File: src/rtl/shd_pkg.sv
package shd_pkg;

   // Insertion source codes; only the first two are recorded.
   typedef enum logic [1:0] {
      SRC_BYPASS = 2'b00,
      SRC_NONLRU = 2'b01,
      SRC_LRU    = 2'b10,
      SRC_RSVD   = 2'b11
   } ins_src_e;

   function automatic logic src_is_recorded(input logic [1:0] s);
      return (s == SRC_BYPASS) || (s == SRC_NONLRU);
   endfunction

endpackage

File: src/rtl/shd_entry.sv
module shd_entry #(
   parameter int TAG_W  = 16,
   parameter int PC_W   = 15,
   parameter int LIFE_W = 4
) (
   input  logic              clk,
   input  logic              rst_n,
   input  logic              age,
   input  logic              kill,
   input  logic              load,
   input  logic [TAG_W-1:0]  ld_tag,
   input  logic [PC_W-1:0]   ld_pc,
   input  logic [LIFE_W-1:0] ld_life,
   output logic              vld,
   output logic [TAG_W-1:0]  tag,
   output logic [PC_W-1:0]   pc,
   output logic [LIFE_W-1:0] life
);

   localparam logic [LIFE_W-1:0] ONE = LIFE_W'(1);

   always_ff @(posedge clk) begin
      if (!rst_n) begin
         vld  <= 1'b0;
         tag  <= '0;
         pc   <= '0;
         life <= '0;
      end else if (load) begin
         vld  <= 1'b1;
         tag  <= ld_tag;
         pc   <= ld_pc;
         life <= ld_life;
      end else if (vld) begin
         if (kill) begin
            vld <= 1'b0;
         end else if (age) begin
            if (life == ONE) vld <= 1'b0;
            life <= life - ONE;
         end
      end
   end

endmodule

File: src/rtl/shd_match.sv
module shd_match #(
   parameter int N     = 4,
   parameter int TAG_W = 16
) (
   input  logic                    en,
   input  logic [TAG_W-1:0]        key,
   input  logic [N-1:0]            vld,
   input  logic [N-1:0][TAG_W-1:0] tags,
   output logic                    any,
   output logic [N-1:0]            sel
);

   logic [N-1:0] raw;

   for (genvar i = 0; i < N; i++) begin : g_cmp
      assign raw[i] = en && vld[i] && (tags[i] == key);
   end

   // Lowest index wins.
   always_comb begin
      sel = '0;
      for (int i = N - 1; i >= 0; i--) begin
         if (raw[i]) sel = N'(1) << i;
      end
   end

   assign any = |raw;

endmodule

File: src/rtl/shd_victim_pick.sv
module shd_victim_pick #(
   parameter int N      = 4,
   parameter int LIFE_W = 4
) (
   input  logic [N-1:0]             vld,
   input  logic [N-1:0][LIFE_W-1:0] life,
   output logic [N-1:0]             victim
);

   logic [N-1:0] free_sel;
   logic [N-1:0] min_sel;
   logic [LIFE_W-1:0] min_val;

   always_comb begin
      free_sel = '0;
      for (int i = N - 1; i >= 0; i--) begin
         if (!vld[i]) free_sel = N'(1) << i;
      end
   end

   always_comb begin
      min_sel = N'(1);
      min_val = life[0];
      for (int i = 1; i < N; i++) begin
         if (life[i] < min_val) begin
            min_val = life[i];
            min_sel = N'(1) << i;
         end
      end
   end

   assign victim = (|free_sel) ? free_sel : min_sel;

endmodule

File: src/rtl/shadow_tag_set.sv
module shadow_tag_set #(
   parameter int CACHE_WAYS = 8,
   parameter int TAG_W      = 16,
   parameter int PC_W       = 15
) (
   input  logic                          clk,
   input  logic                          rst_n,
   input  logic                          acc_valid,
   input  logic [TAG_W-1:0]              acc_tag,
   output logic                          hit,
   output logic [PC_W-1:0]               hit_pc,
   output logic [$clog2(CACHE_WAYS):0]   hit_life,
   input  logic                          ins_valid,
   input  logic [1:0]                    ins_src,
   input  logic [TAG_W-1:0]              ins_tag,
   input  logic [PC_W-1:0]               ins_pc,
   input  logic [$clog2(CACHE_WAYS):0]   ins_life
);

   import shd_pkg::*;

   localparam int LIFE_W = $clog2(CACHE_WAYS) + 1;
   localparam int N_ENT  = CACHE_WAYS / 2;

   if (CACHE_WAYS < 2 || (CACHE_WAYS & (CACHE_WAYS - 1)) != 0) begin : g_bad_ways
      $error("CACHE_WAYS must be a power of two of at least 2");
   end
   if (TAG_W < 1 || PC_W < 1) begin : g_bad_width
      $error("TAG_W and PC_W must be positive");
   end

   logic [N_ENT-1:0]             vld_q;
   logic [N_ENT-1:0][TAG_W-1:0]  tag_q;
   logic [N_ENT-1:0][PC_W-1:0]   pc_q;
   logic [N_ENT-1:0][LIFE_W-1:0] life_q;
   logic [N_ENT-1:0]             hit_sel;
   logic [N_ENT-1:0]             victim;
   logic                         ins_take;

   assign ins_take = ins_valid && src_is_recorded(ins_src) && (ins_life != '0);

   shd_match #(.N(N_ENT), .TAG_W(TAG_W)) i_match (
      .en   (acc_valid),
      .key  (acc_tag),
      .vld  (vld_q),
      .tags (tag_q),
      .any  (hit),
      .sel  (hit_sel)
   );

   shd_victim_pick #(.N(N_ENT), .LIFE_W(LIFE_W)) i_pick (
      .vld    (vld_q),
      .life   (life_q),
      .victim (victim)
   );

   for (genvar i = 0; i < N_ENT; i++) begin : g_ent
      shd_entry #(.TAG_W(TAG_W), .PC_W(PC_W), .LIFE_W(LIFE_W)) i_ent (
         .clk     (clk),
         .rst_n   (rst_n),
         .age     (acc_valid),
         .kill    (hit_sel[i]),
         .load    (ins_take && victim[i]),
         .ld_tag  (ins_tag),
         .ld_pc   (ins_pc),
         .ld_life (ins_life),
         .vld     (vld_q[i]),
         .tag     (tag_q[i]),
         .pc      (pc_q[i]),
         .life    (life_q[i])
      );
   end

   // One-hot read-out of the matching entry.
   always_comb begin
      hit_pc   = '0;
      hit_life = '0;
      for (int i = 0; i < N_ENT; i++) begin
         hit_pc   = hit_pc   | ({PC_W{hit_sel[i]}}   & pc_q[i]);
         hit_life = hit_life | ({LIFE_W{hit_sel[i]}} & life_q[i]);
      end
   end

endmodule

File: config.mk
export PLATFORM = sky130hd
export DESIGN_NAME = shadow_tag_set
export DESIGN_NICKNAME = d
export VERILOG_FILES = /design/src/rtl/shd_pkg.sv /design/src/rtl/shd_entry.sv /design/src/rtl/shd_match.sv /design/src/rtl/shd_victim_pick.sv /design/src/rtl/shadow_tag_set.sv
export SDC_FILE = /design/constraint.sdc
export NUM_CORES = 1
export LEC_CHECK = 0
export ABC_AREA = 1
export BUFFER_PORTS_ARGS = -buffer_cell sky130_fd_sc_hd__buf_2
export CAP_MARGIN = 20
export CORE_MARGIN = 2
export CORE_UTILIZATION = 40
export CTS_BUF_LIST = sky130_fd_sc_hd__clkbuf_4
export CTS_CLUSTER_DIAMETER = 50
export DETAILED_ROUTE_END_ITERATION = 8
export GPL_ROUTABILITY_DRIVEN = 0
export HOLD_SLACK_MARGIN = 0.15
export PLACE_DENSITY = 0.64
export SLEW_MARGIN = 20
export SYNTH_ARGS = -nofsm -noshare
export SYNTH_HDL_FRONTEND = slang
export SYNTH_HIERARCHICAL = 1
export SYNTH_SLANG_ARGS = --single-unit
File: constraint.sdc
create_clock -name clk -period 3.76 [get_ports clk]
set_input_delay 0.752 -clock clk [delete_from_list [all_inputs] [get_ports clk]]
set_output_delay 0.752 -clock clk [all_outputs]
set_load 0.02 [all_outputs]
# Word-level counts from Yosys, hierarchy flattened

Index checks and enable logic that the tools add are counted.

Register bits: 144
Bits of input ports: 57
Output and inout port bits: 20
Word-level logic and storage cells: 131

Add/subtract/negate cells: 4
Order comparisons: 3
Eq/ne operators: 13
Multiplexer cells: 50
Bitwise logic cells: 14
Reductions and logical operators: 31

Operator list:

| operator                                                           | number |
|---|---|
| 4-bit 2-to-1 mux                                                   | 28 |
| 16-bit == test                                                     | 4 |
| 15-bit bitwise AND                                                 | 4 |
| 15-bit OR                                                          | 3 |
| 1-bit 2-to-1 mux                                                   | 20 |
| 4-bit bitwise AND                                                  | 4 |
| 4-bit by 1-bit == test with 1-bit output, second input constant    | 4 |
| 2-bit nonzero test                                                 | 8 |
| 4-bit by 1-bit subtractor with 4-bit output, second input constant | 4 |
| 1-bit logical AND                                                  | 14 |
| 4-bit < comparator                                                 | 3 |
| 4-bit OR                                                           | 3 |
| 3-bit AND reduction                                                | 4 |
| 2-bit by 1-bit != test with 1-bit output, second input constant    | 4 |
| 4-bit OR reduction                                                 | 2 |
| 4-bit nonzero test                                                 | 1 |
| 3-bit 2-to-1 mux                                                   | 1 |
| 2-bit by 1-bit == test with 1-bit output, second input constant    | 1 |
| 2-bit logical NOT                                                  | 1 |
| 2-bit 2-to-1 mux                                                   | 1 |
| 1-bit logical OR                                                   | 1 |

# Logic depth before layout (Yosys ltp)

Gate-level depths: netlist (run 1).

Depth after elaboration: 10
Mapped depth: 30
Mapped depth without buffers: 29

# Hierarchy

The synthesis (run 1) kept the hierarchy.

By module, submodules not included:

| module          | times used | cells an instance | area an instance (µm²) | seq. area each (µm²) |
|---|---|---|---|---|
| shd_entry       | 4          | 176               | 1377.6                 | 720.7 |
| shd_match       | 1          | 281               | 1192.4                 | 0.0 |
| shadow_tag_set  | 1          | 117               | 553.0                  | 0.0 |
| shd_victim_pick | 1          | 81                | 489.2                  | 0.0 |

# Least setup slack after synthesis (run 1)

Ideal clock, no wire load.

Kind: register to register
Start point: register g_ent[0].i_ent.life[3]
End point: register g_ent[0].i_ent.pc[0]
Setup time: 0.116 ns
Arrival: 3.103 ns
Required time: 3.644 ns
Path slack: 0.541 ns
Stages on the path, launching flop included: 28
Path buffers: 3
Clock period less this slack: 3.219 ns
Path through: dfxtp_1 inv_1 ha_1 a21oi_2 nand2_4 o21ai_0 ha_1 nand2_1 nand2_1 nand2_2 nand2_4 nand2_1 o21ai_1 ha_1 nand2_1 nand2_1 nand2_2 nand2_2 nand2_1 nand2_1 inv_1 nor2_1 buf_4 inv_4 buf_6 buf_6 nor2_1 nor2_1

Cells in the longest elaborated chain, start to end: 8
Elaborated cells on any way between the ends: 10
Classes of those cells: order compare (3); mux (6); reduce/logical (1)

Ends and longest elaborated chain:

| element                  | RTL line              | RTL |
|---|---|---|
| start: declaration       | shd_entry.sv:17       | `output logic [LIFE_W-1:0] life` |
| start signal: assignment | shd_entry.sv:32       | `life <= ld_life;` |
| start signal: assignment | shd_entry.sv:38       | `life <= life - ONE;` |
| 4-bit < comparator       | shd_victim_pick.sv:25 | `if (life[i] < min_val) begin` |
| 4-bit 2-to-1 mux         | shd_victim_pick.sv:25 |  |
| 4-bit < comparator       | shd_victim_pick.sv:25 |  |
| 4-bit 2-to-1 mux         | shd_victim_pick.sv:25 |  |
| 4-bit < comparator       | shd_victim_pick.sv:25 |  |
| 4-bit 2-to-1 mux (*)     | shd_victim_pick.sv:25 |  |
| 4-bit 2-to-1 mux (*)     | shd_victim_pick.sv:32 | `assign victim = (\|free_sel) ? free_sel : min_sel;` |
| named net victim[0]      | shadow_tag_set.sv:37  | `logic [N_ENT-1:0] victim;` |
| 1-bit logical AND (*)    | shadow_tag_set.sv:63  | `.load (ins_take && victim[i]),` |
| end signal: assignment   | shd_entry.sv:31       | `pc <= ld_pc;` |
| end: declaration         | shd_entry.sv:16       | `output logic [PC_W-1:0] pc,` |

Mark *: on every way through the listed nets, which the timed path passes. The rest lies on a longest branch.
A chain may end at the register's enable or synchronous reset.

# Worst setup path after layout (run 1)

Start point: register g_ent[0].i_ent.life[3]
End point: register g_ent[3].i_ent.life[3]

Cells in the longest elaborated chain, start to end: 10
Elaborated cells on any way between the ends: 13
Classes of those cells: order compare (3); eq/ne (1); mux (5); reduce/logical (4)

Ends and longest elaborated chain:

| element                                                                                         | RTL line |
|---|---|
| 4-bit < comparator                                                                              | shd_victim_pick.sv:25 |
| 4-bit 2-to-1 mux (*)                                                                            | shd_victim_pick.sv:25 |
| 4-bit < comparator                                                                              | shd_victim_pick.sv:25 |
| 4-bit 2-to-1 mux (*)                                                                            | shd_victim_pick.sv:25 |
| 4-bit < comparator (*)                                                                          | shd_victim_pick.sv:25 |
| 4-bit 2-to-1 mux (*)                                                                            | shd_victim_pick.sv:25 |
| 4-bit 2-to-1 mux (*)                                                                            | shd_victim_pick.sv:32 |
| named net victim[3]                                                                             | shadow_tag_set.sv:37 |
| 1-bit logical AND (*)                                                                           | shadow_tag_set.sv:63 |
| 2-bit by 1-bit != test with 1-bit output (no line) / 2-bit nonzero test (equally long branches) | - |
| 3-bit AND reduction (no line)                                                                   | - |
| end signal: assignment                                                                          | shd_entry.sv:32 |
| end signal: assignment                                                                          | shd_entry.sv:38 |
| end: declaration                                                                                | shd_entry.sv:17 |

Marked as above.

==> flow_summary_export.csv, run 1 <==
group,metric,value,unit
outcome,status,"finished clean",
yosys,synthArstFlopShare,0,%
critical_path,critical_path_required,4.22,ns
power_and_ir_drop,p_leak,3.98,nW
timing,min_period,3.47,ns
route,viasPerCell,4.94,
timing,fin_tns_setup,0,ns
timing,holdWs,0.459,ns
power_and_ir_drop,clkPwrFrac,30.9,%
timing,maxSlewHeadroom,55.4,%
critical_path,start_kind,"flip-flop",
clock_tree,cts_inserted_buffers,17,
grt,grt_util_all_layers,22.3,%
timing,worst_pin_slew,0.667,ns
floorplan,rows,50,
route,drc,0,
route,ant_nets,0,
flow_run,drv_cap,0,
grt,antenna_found_initial,1,
timing,finalSetupViolCount,0,
power_and_ir_drop,p_per_area,346,mW/mm2
yosys,syn_avg_cell_area,6.55,um2
clock_tree,clock_sinks,144,
floorplan,die_w,143,um
cells_and_area,final_cells,1522,
yosys,synth_area,0.00774,mm2
route,first_pass_iters,5,
yosys,yosysWarnings,6,
clock_tree,path_clk_slew,0.15,ns
route,num_vias,7524,
route,drt_iter0_markers,636,
timing,fin_worst_skew,0.0241,ns
power_and_ir_drop,p_int,0.00202,W
grt,overflow,0,
route,wl,22300,um
hold_path,hp-start,"ins_pc[0]",
power_and_ir_drop,finalPower,0.00300,W
floorplan,dieHeight,143,um
grt,grt_max_degree,70,
cells_and_area,drive_gt1_share,15.8,%
power_and_ir_drop,switching_share,32.6,%
timing,finalHoldViolations,0,
critical_path,crit_top_cell,"nand2_1",
cells_and_area,nFillCells,2001,
critical_path,reg2reg_from,"g_ent[0].i_ent/life[3]",
yosys,syn_nets,1259,
clock_tree,clk_latency,0.57,ns
yosys,yosys_most_used_dff,"dfxtp_1",
floorplan,num_io_pins,77,
floorplan,die-area,0.0205,mm2
route,drt-wirelength-per-cell,14.6,um
power_and_ir_drop,p_sw,0.000977,W
yosys,synth-edff-count,0,
critical_path,max_stage_delay,0.35,ns
clock_tree,clockBufferDepth,2,
critical_path,cp-end-kind,"flip-flop",
grt,grt_pass1_vias,6793,
timing,fmax,288,MHz
placement,place_inst,1489,
critical_path,critPathArrivalTime,3.93,ns
critical_path,criticalPathCategory,"reg2reg",
timing,finalMaxSlewViolations,0,
yosys,synth.distinct_cells,33,
critical_path,worst_r2r_path_depth,26,
placement,postPlaceCellArea,0.00837,mm2
yosys,ys_seq_area_share,37.2,%
placement,port_buffers,75,
clock_tree,htreeDepth,4,
clock_tree,cts_tree,"done",
power_and_ir_drop,comb_power_share,15.8,%
yosys,yosys_register_bits,144,
critical_path,cp_top_family,"simple AND/OR/NAND/NOR gates",
cells_and_area,design_area,0.00866,mm2
power_and_ir_drop,pwr-share-seq,53.3,%
critical_path,cp.depth,26,
critical_path,slowest_stage,"dfxtp_1",
cells_and_area,fin_nets,1324,
critical_path,reg2reg_slack,0.29,ns
critical_path,cp_max_fo,40,
cells_and_area,area_delta_synth_final,11.8,%
power_and_ir_drop,peakVddDrop,0.181,mV
timing,fin_crit_sh,92.3,%
critical_path,critPathLaunch,"g_ent[0].i_ent/life[3]",
placement,dp_hpwl,14500,um
critical_path,r2r-end,"g_ent[3].i_ent/life[3]",
clock_tree,root_buffer,"clkbuf_4",
floorplan,initial_core_util,41.1,%
critical_path,setup.worst_path.end,"g_ent[3].i_ent/life[3]",
hold_path,hold_class,"in2reg",
floorplan,core,0.0188,mm2
yosys,syn_inst,1183,
clock_tree,cts_setup_buffers,0,
critical_path,cp.buffers_inverters,4,
grt,grt_pass1_wl,35500,um
==> how the worst min path moves through the flow <==
stage / cells past startpoint / endpoint / slack, ns
2_1_floorplan: 2 / g_ent[0].i_ent/pc[12] / 0.45
3_3_place_gp: 2 / g_ent[3].i_ent/pc[11] / 0.47
3_5_place_dp: 2 / g_ent[1].i_ent/pc[12] / 0.47
4_1_cts: 3 / g_ent[0].i_ent/pc[0] / 0.41
5_1_grt: 3 / g_ent[0].i_ent/pc[11] / 0.42
6_report: 3 / g_ent[0].i_ent/pc[0] / 0.46
==> power groups by stage <==
stage	sequential, W	combinational [W]	clock, W
final	0.00160	0.000475	0.000926
after floorplan	0.00163	0.000309	0
after CTS	0.00160	0.000472	0.000960
after global routing	0.00160	0.000539	0.00102
after global placement	0.00163	0.000464	0
after detailed placement	0.00163	0.000469	0
==> layout by cell type, fill, tap and decap left out, types with 18 or more instances in the layout <==
cell       n
nor2_1   301
nand2_1  250
dfxtp_1  144
o21ai_0  122
inv_1     91
buf_2     74
o21ai_1   32
nand3_1   26
nand4_1   25
ha_1      19
xor2_1    18
a21oi_1   18
inv_2     18
==> cells in the mapped netlist, drive strengths merged, types with 3 or more instances <==
cell | n | share of area [%]
a21oi | 28 | 2.4
buf | 28 | 3.3
clkbuf | 24 | 1.4
dfxtp | 144 | 37
ha | 19 | 3.1
inv | 113 | 5.6
nand2 | 267 | 14
nand3 | 30 | 2.2
nand4 | 25 | 2.0
nor2 | 312 | 15
nor3 | 11 | 1.0
o21ai | 155 | 10
or2 | 3 | 0.24
xor2 | 18 | 2.0
==> area by class of cell <==
type                            instances  area [um2]  share of cell area (%)
Sequential cell                       144        2880                    33.3
Clock buffer                           17         128                    1.47
Multi-Input combinational cell        872        4110                    47.5
Antenna cell                            1        2.50                  0.0289
Inverter                              115         452                    5.22
Tap cell                              260         325                    3.76
Clock inverter                         15         124                    1.43
Timing Repair Buffer                   98         629                    7.27
==> state kept, by name, indices dropped and copies added, names as in the netlist <==
signal            flops
g_ent.i_ent/vld       4
g_ent.i_ent/life     16
g_ent.i_ent/pc       60
g_ent.i_ent/tag      64
==> stage by stage <==
step                setup WS [ns]  util [%]
floorplan                   0.541         -
global placement           0.0506      44.5
detailed placement         0.0161      44.5
CTS                        0.0330      45.8
global route             -0.00413      46.0
finish                      0.290      46.0
==> tightest hold or removal path, cell delays in order <==
cell and delay [ns]:
buf_2 0.12, nor2_1 0.05, nor2_1 0.08
==> cell families (layout without fill, tap and decap cells) <==
group,count (synthesis),count (layout),synth area share [%]
AND/OR/NAND/NOR,648,648,34.5
AO/OA/AOI/OAI,185,185,12.6
adder cells (fa/ha/maj),19,19,3.07
XOR/XNOR,20,20,2.26
buffers and inverters,167,245,10.3
other,0,1,0
flip-flops,144,144,37.2
==> metal layers <==
metal / routed length, um / up-vias / part of all wire [%] / track usage, %
li1: - / 3852 / - / -
met2: 10200 / 235 / 46 / 36.6
met3: 1520 / 22 / 6.8 / 4.76
met5: 0 / - / 0 / 0
met1: 10200 / 3415 / 46 / 30.1
met4: 286 / 0 / 1.3 / 4.74
==> repair_timing <==
action,4_1_cts,5_1_grt
gates resized for setup,2,8
endpoints found under the setup margin,19,90
cloned,0,0
hold buffers,0,0
(Power assumes the default switching activity.)
==> run 2, diff against run 1 <==
- CAP_MARGIN: 20 -> not set
- CTS_CLUSTER_SIZE: not set -> 30
- clock period: 3.76 -> 4 ns (I/O delays scaled with it)
==> flow_summary_export.csv, run 2 (synthesis gave the netlist of run 1 again) <==
group,metric,value,unit
timing,finalMaxSlewViolations,0,
grt,grt_pass1_wl,35500,um
critical_path,cp_max_fo,40,
power_and_ir_drop,peakVddDrop,0.171,mV
cells_and_area,largestRegisters,"g_ent.i_ent/tag x64, g_ent.i_ent/pc x60, g_ent.i_ent/life x16",
timing,fin_tns_setup,0,ns
placement,dp_hpwl,14300,um
timing,maxSlewHeadroom,40.8,%
route,viasPerCell,4.96,
clock_tree,cts_hold_buf,0,
floorplan,num_io_pins,77,
clock_tree,cts_inserted_buffers,17,
timing,finalSetupViolCount,0,
timing,fin_worst_skew,0.0211,ns
cells_and_area,top_register,"g_ent.i_ent/tag",
power_and_ir_drop,p_per_area,333,mW/mm2
placement,port_buffers,75,
timing,fin_crit_sh,90.0,%
cells_and_area,final_cell_mix,"nor2_1, nand2_1, dfxtp_1, o21ai_0, inv_1",
route,drc,0,
power_and_ir_drop,p_leak,3.93,nW
clock_tree,root_buffer,"clkbuf_4",
critical_path,max_stage_delay,0.45,ns
outcome,status,"finished clean",
cells_and_area,fin_nets,1314,
cells_and_area,largest_reg_flops,64,
cells_and_area,drive_gt1_share,15.3,%
critical_path,criticalPathCategory,"reg2reg",
route,num_vias,7492,
flow_run,drv_cap,0,
timing,fmax,278,MHz
route,drt-wirelength-per-cell,14.7,um
floorplan,rows,50,
clock_tree,cts_tree,"done",
timing,worst_pin_slew,0.888,ns
critical_path,crit_top_cell,"nand2_1",
floorplan,initial_core_util,41.1,%
floorplan,die_w,143,um
route,ant_nets,0,
grt,grt_util_all_layers,22.3,%
timing,holdWs,0.491,ns
floorplan,die-area,0.0205,mm2
clock_tree,path_clk_slew,0.16,ns
floorplan,core,0.0188,mm2
grt,antenna_found_initial,1,
clock_tree,htreeDepth,4,
floorplan,dieHeight,143,um
critical_path,critPathArrivalTime,4.12,ns
route,wl,22200,um
critical_path,critical_path_required,4.51,ns
power_and_ir_drop,finalPower,0.00284,W
clock_tree,clockBufferDepth,2,
timing,grt_setup_unrepaired,"false",
clock_tree,clock_sinks,144,
grt,overflow,0,
hold_path,hold_class,"in2reg",
grt,grt_max_degree,100,
cells_and_area,area_delta_synth_final,10.3,%
critical_path,slowest_stage,"dfxtp_1",
cells_and_area,layout_commonest_cell,"nor2_1",
clock_tree,cts_setup_buffers,0,
route,first_pass_iters,7,
timing,min_period,3.60,ns
critical_path,start_kind,"flip-flop",
timing,finalHoldViolations,0,
grt,grt_pass1_vias,6883,
route,drt_iter0_markers,579,
clock_tree,clk_latency,0.57,ns
critical_path,cp-end-kind,"flip-flop",
-- run 2: cell types whose count changed in the layout (fill, tap and decap cells not counted), moves of 2 or more --
| cell | delta |
|---|---|
| inv_8 | +2 |
| buf_4 | -6 |
| clkinvlp_4 | -2 |
| inv_4 | -2 |
| clkinv_4 | +3 |
| buf_12 | -4 |
-- run 2: critical path: cells and delay by family, from the launching register on --
family	cells	cell delay, ns
AND/OR/NAND/NOR	17	1.15
adder cells (fa/ha/maj)	3	0.87
buffers and inverters	4	0.56
AO/OA/AOI/OAI	4	0.52
flip-flops	1	0.45
-- run 2: final timing paths --
kind                           from                endpoint  slack, ns  cells after the start
max          g_ent[0].i_ent/life[1]  g_ent[0].i_ent/life[3]       0.40                     28
min                      ins_pc[11]   g_ent[3].i_ent/pc[11]       0.49                      3
max reg2reg  g_ent[0].i_ent/life[1]  g_ent[0].i_ent/life[3]       0.40                     28
min reg2reg   g_ent[2].i_ent/pc[10]   g_ent[2].i_ent/pc[10]       0.51                      2
-- run 2: what timing repair did --
item / 4_1_cts / 5_1_grt
gates resized for setup: 0 / 8
hold endpoints to repair: 0 / 0
setup endpoints to repair: 0 / 54
-- run 2: cell type report --
class                      count  area (um2)
tap                          260         325
multi-input combinational    872        4110
antenna                        1        2.50
timing repair buffer          88         504
inverter                     115         452
clock inverter                15         141
sequential                   144        2880
fill                        2034       10300
clock buffer                  17         128
-- run 2: per-layer routing --
metal  track usage [%]  wire length, um  vias up
met1              29.7            10200     3420
met4              5.16              327        0
li1                  -                -     3827
met3              4.73             1410       24
met2              37.1            10200      221
met5                 0                0        -
-- run 2: power by group --
group	switching (W)	total, W	internal, W	leakage [nW]
registers	0.0000321	0.00151	0.00148	1.17
logic	0.000278	0.000427	0.000148	2.61
clock network	0.000629	0.000907	0.000278	0.149
total	0.000939	0.00284	0.00190	3.93
-- run 2: stage by stage --
step	worst slack, ns	utilization [%]	instances	area, um2
after floorplan	0.781	-	1183	7740
after global placement	0.166	43.8	1479	8250
after detailed placement	0.180	43.8	1479	8250
after CTS	0.146	45.2	1511	8520
after global routing	0.00749	45.4	1511	8540
final	0.399	45.4	1512	8540
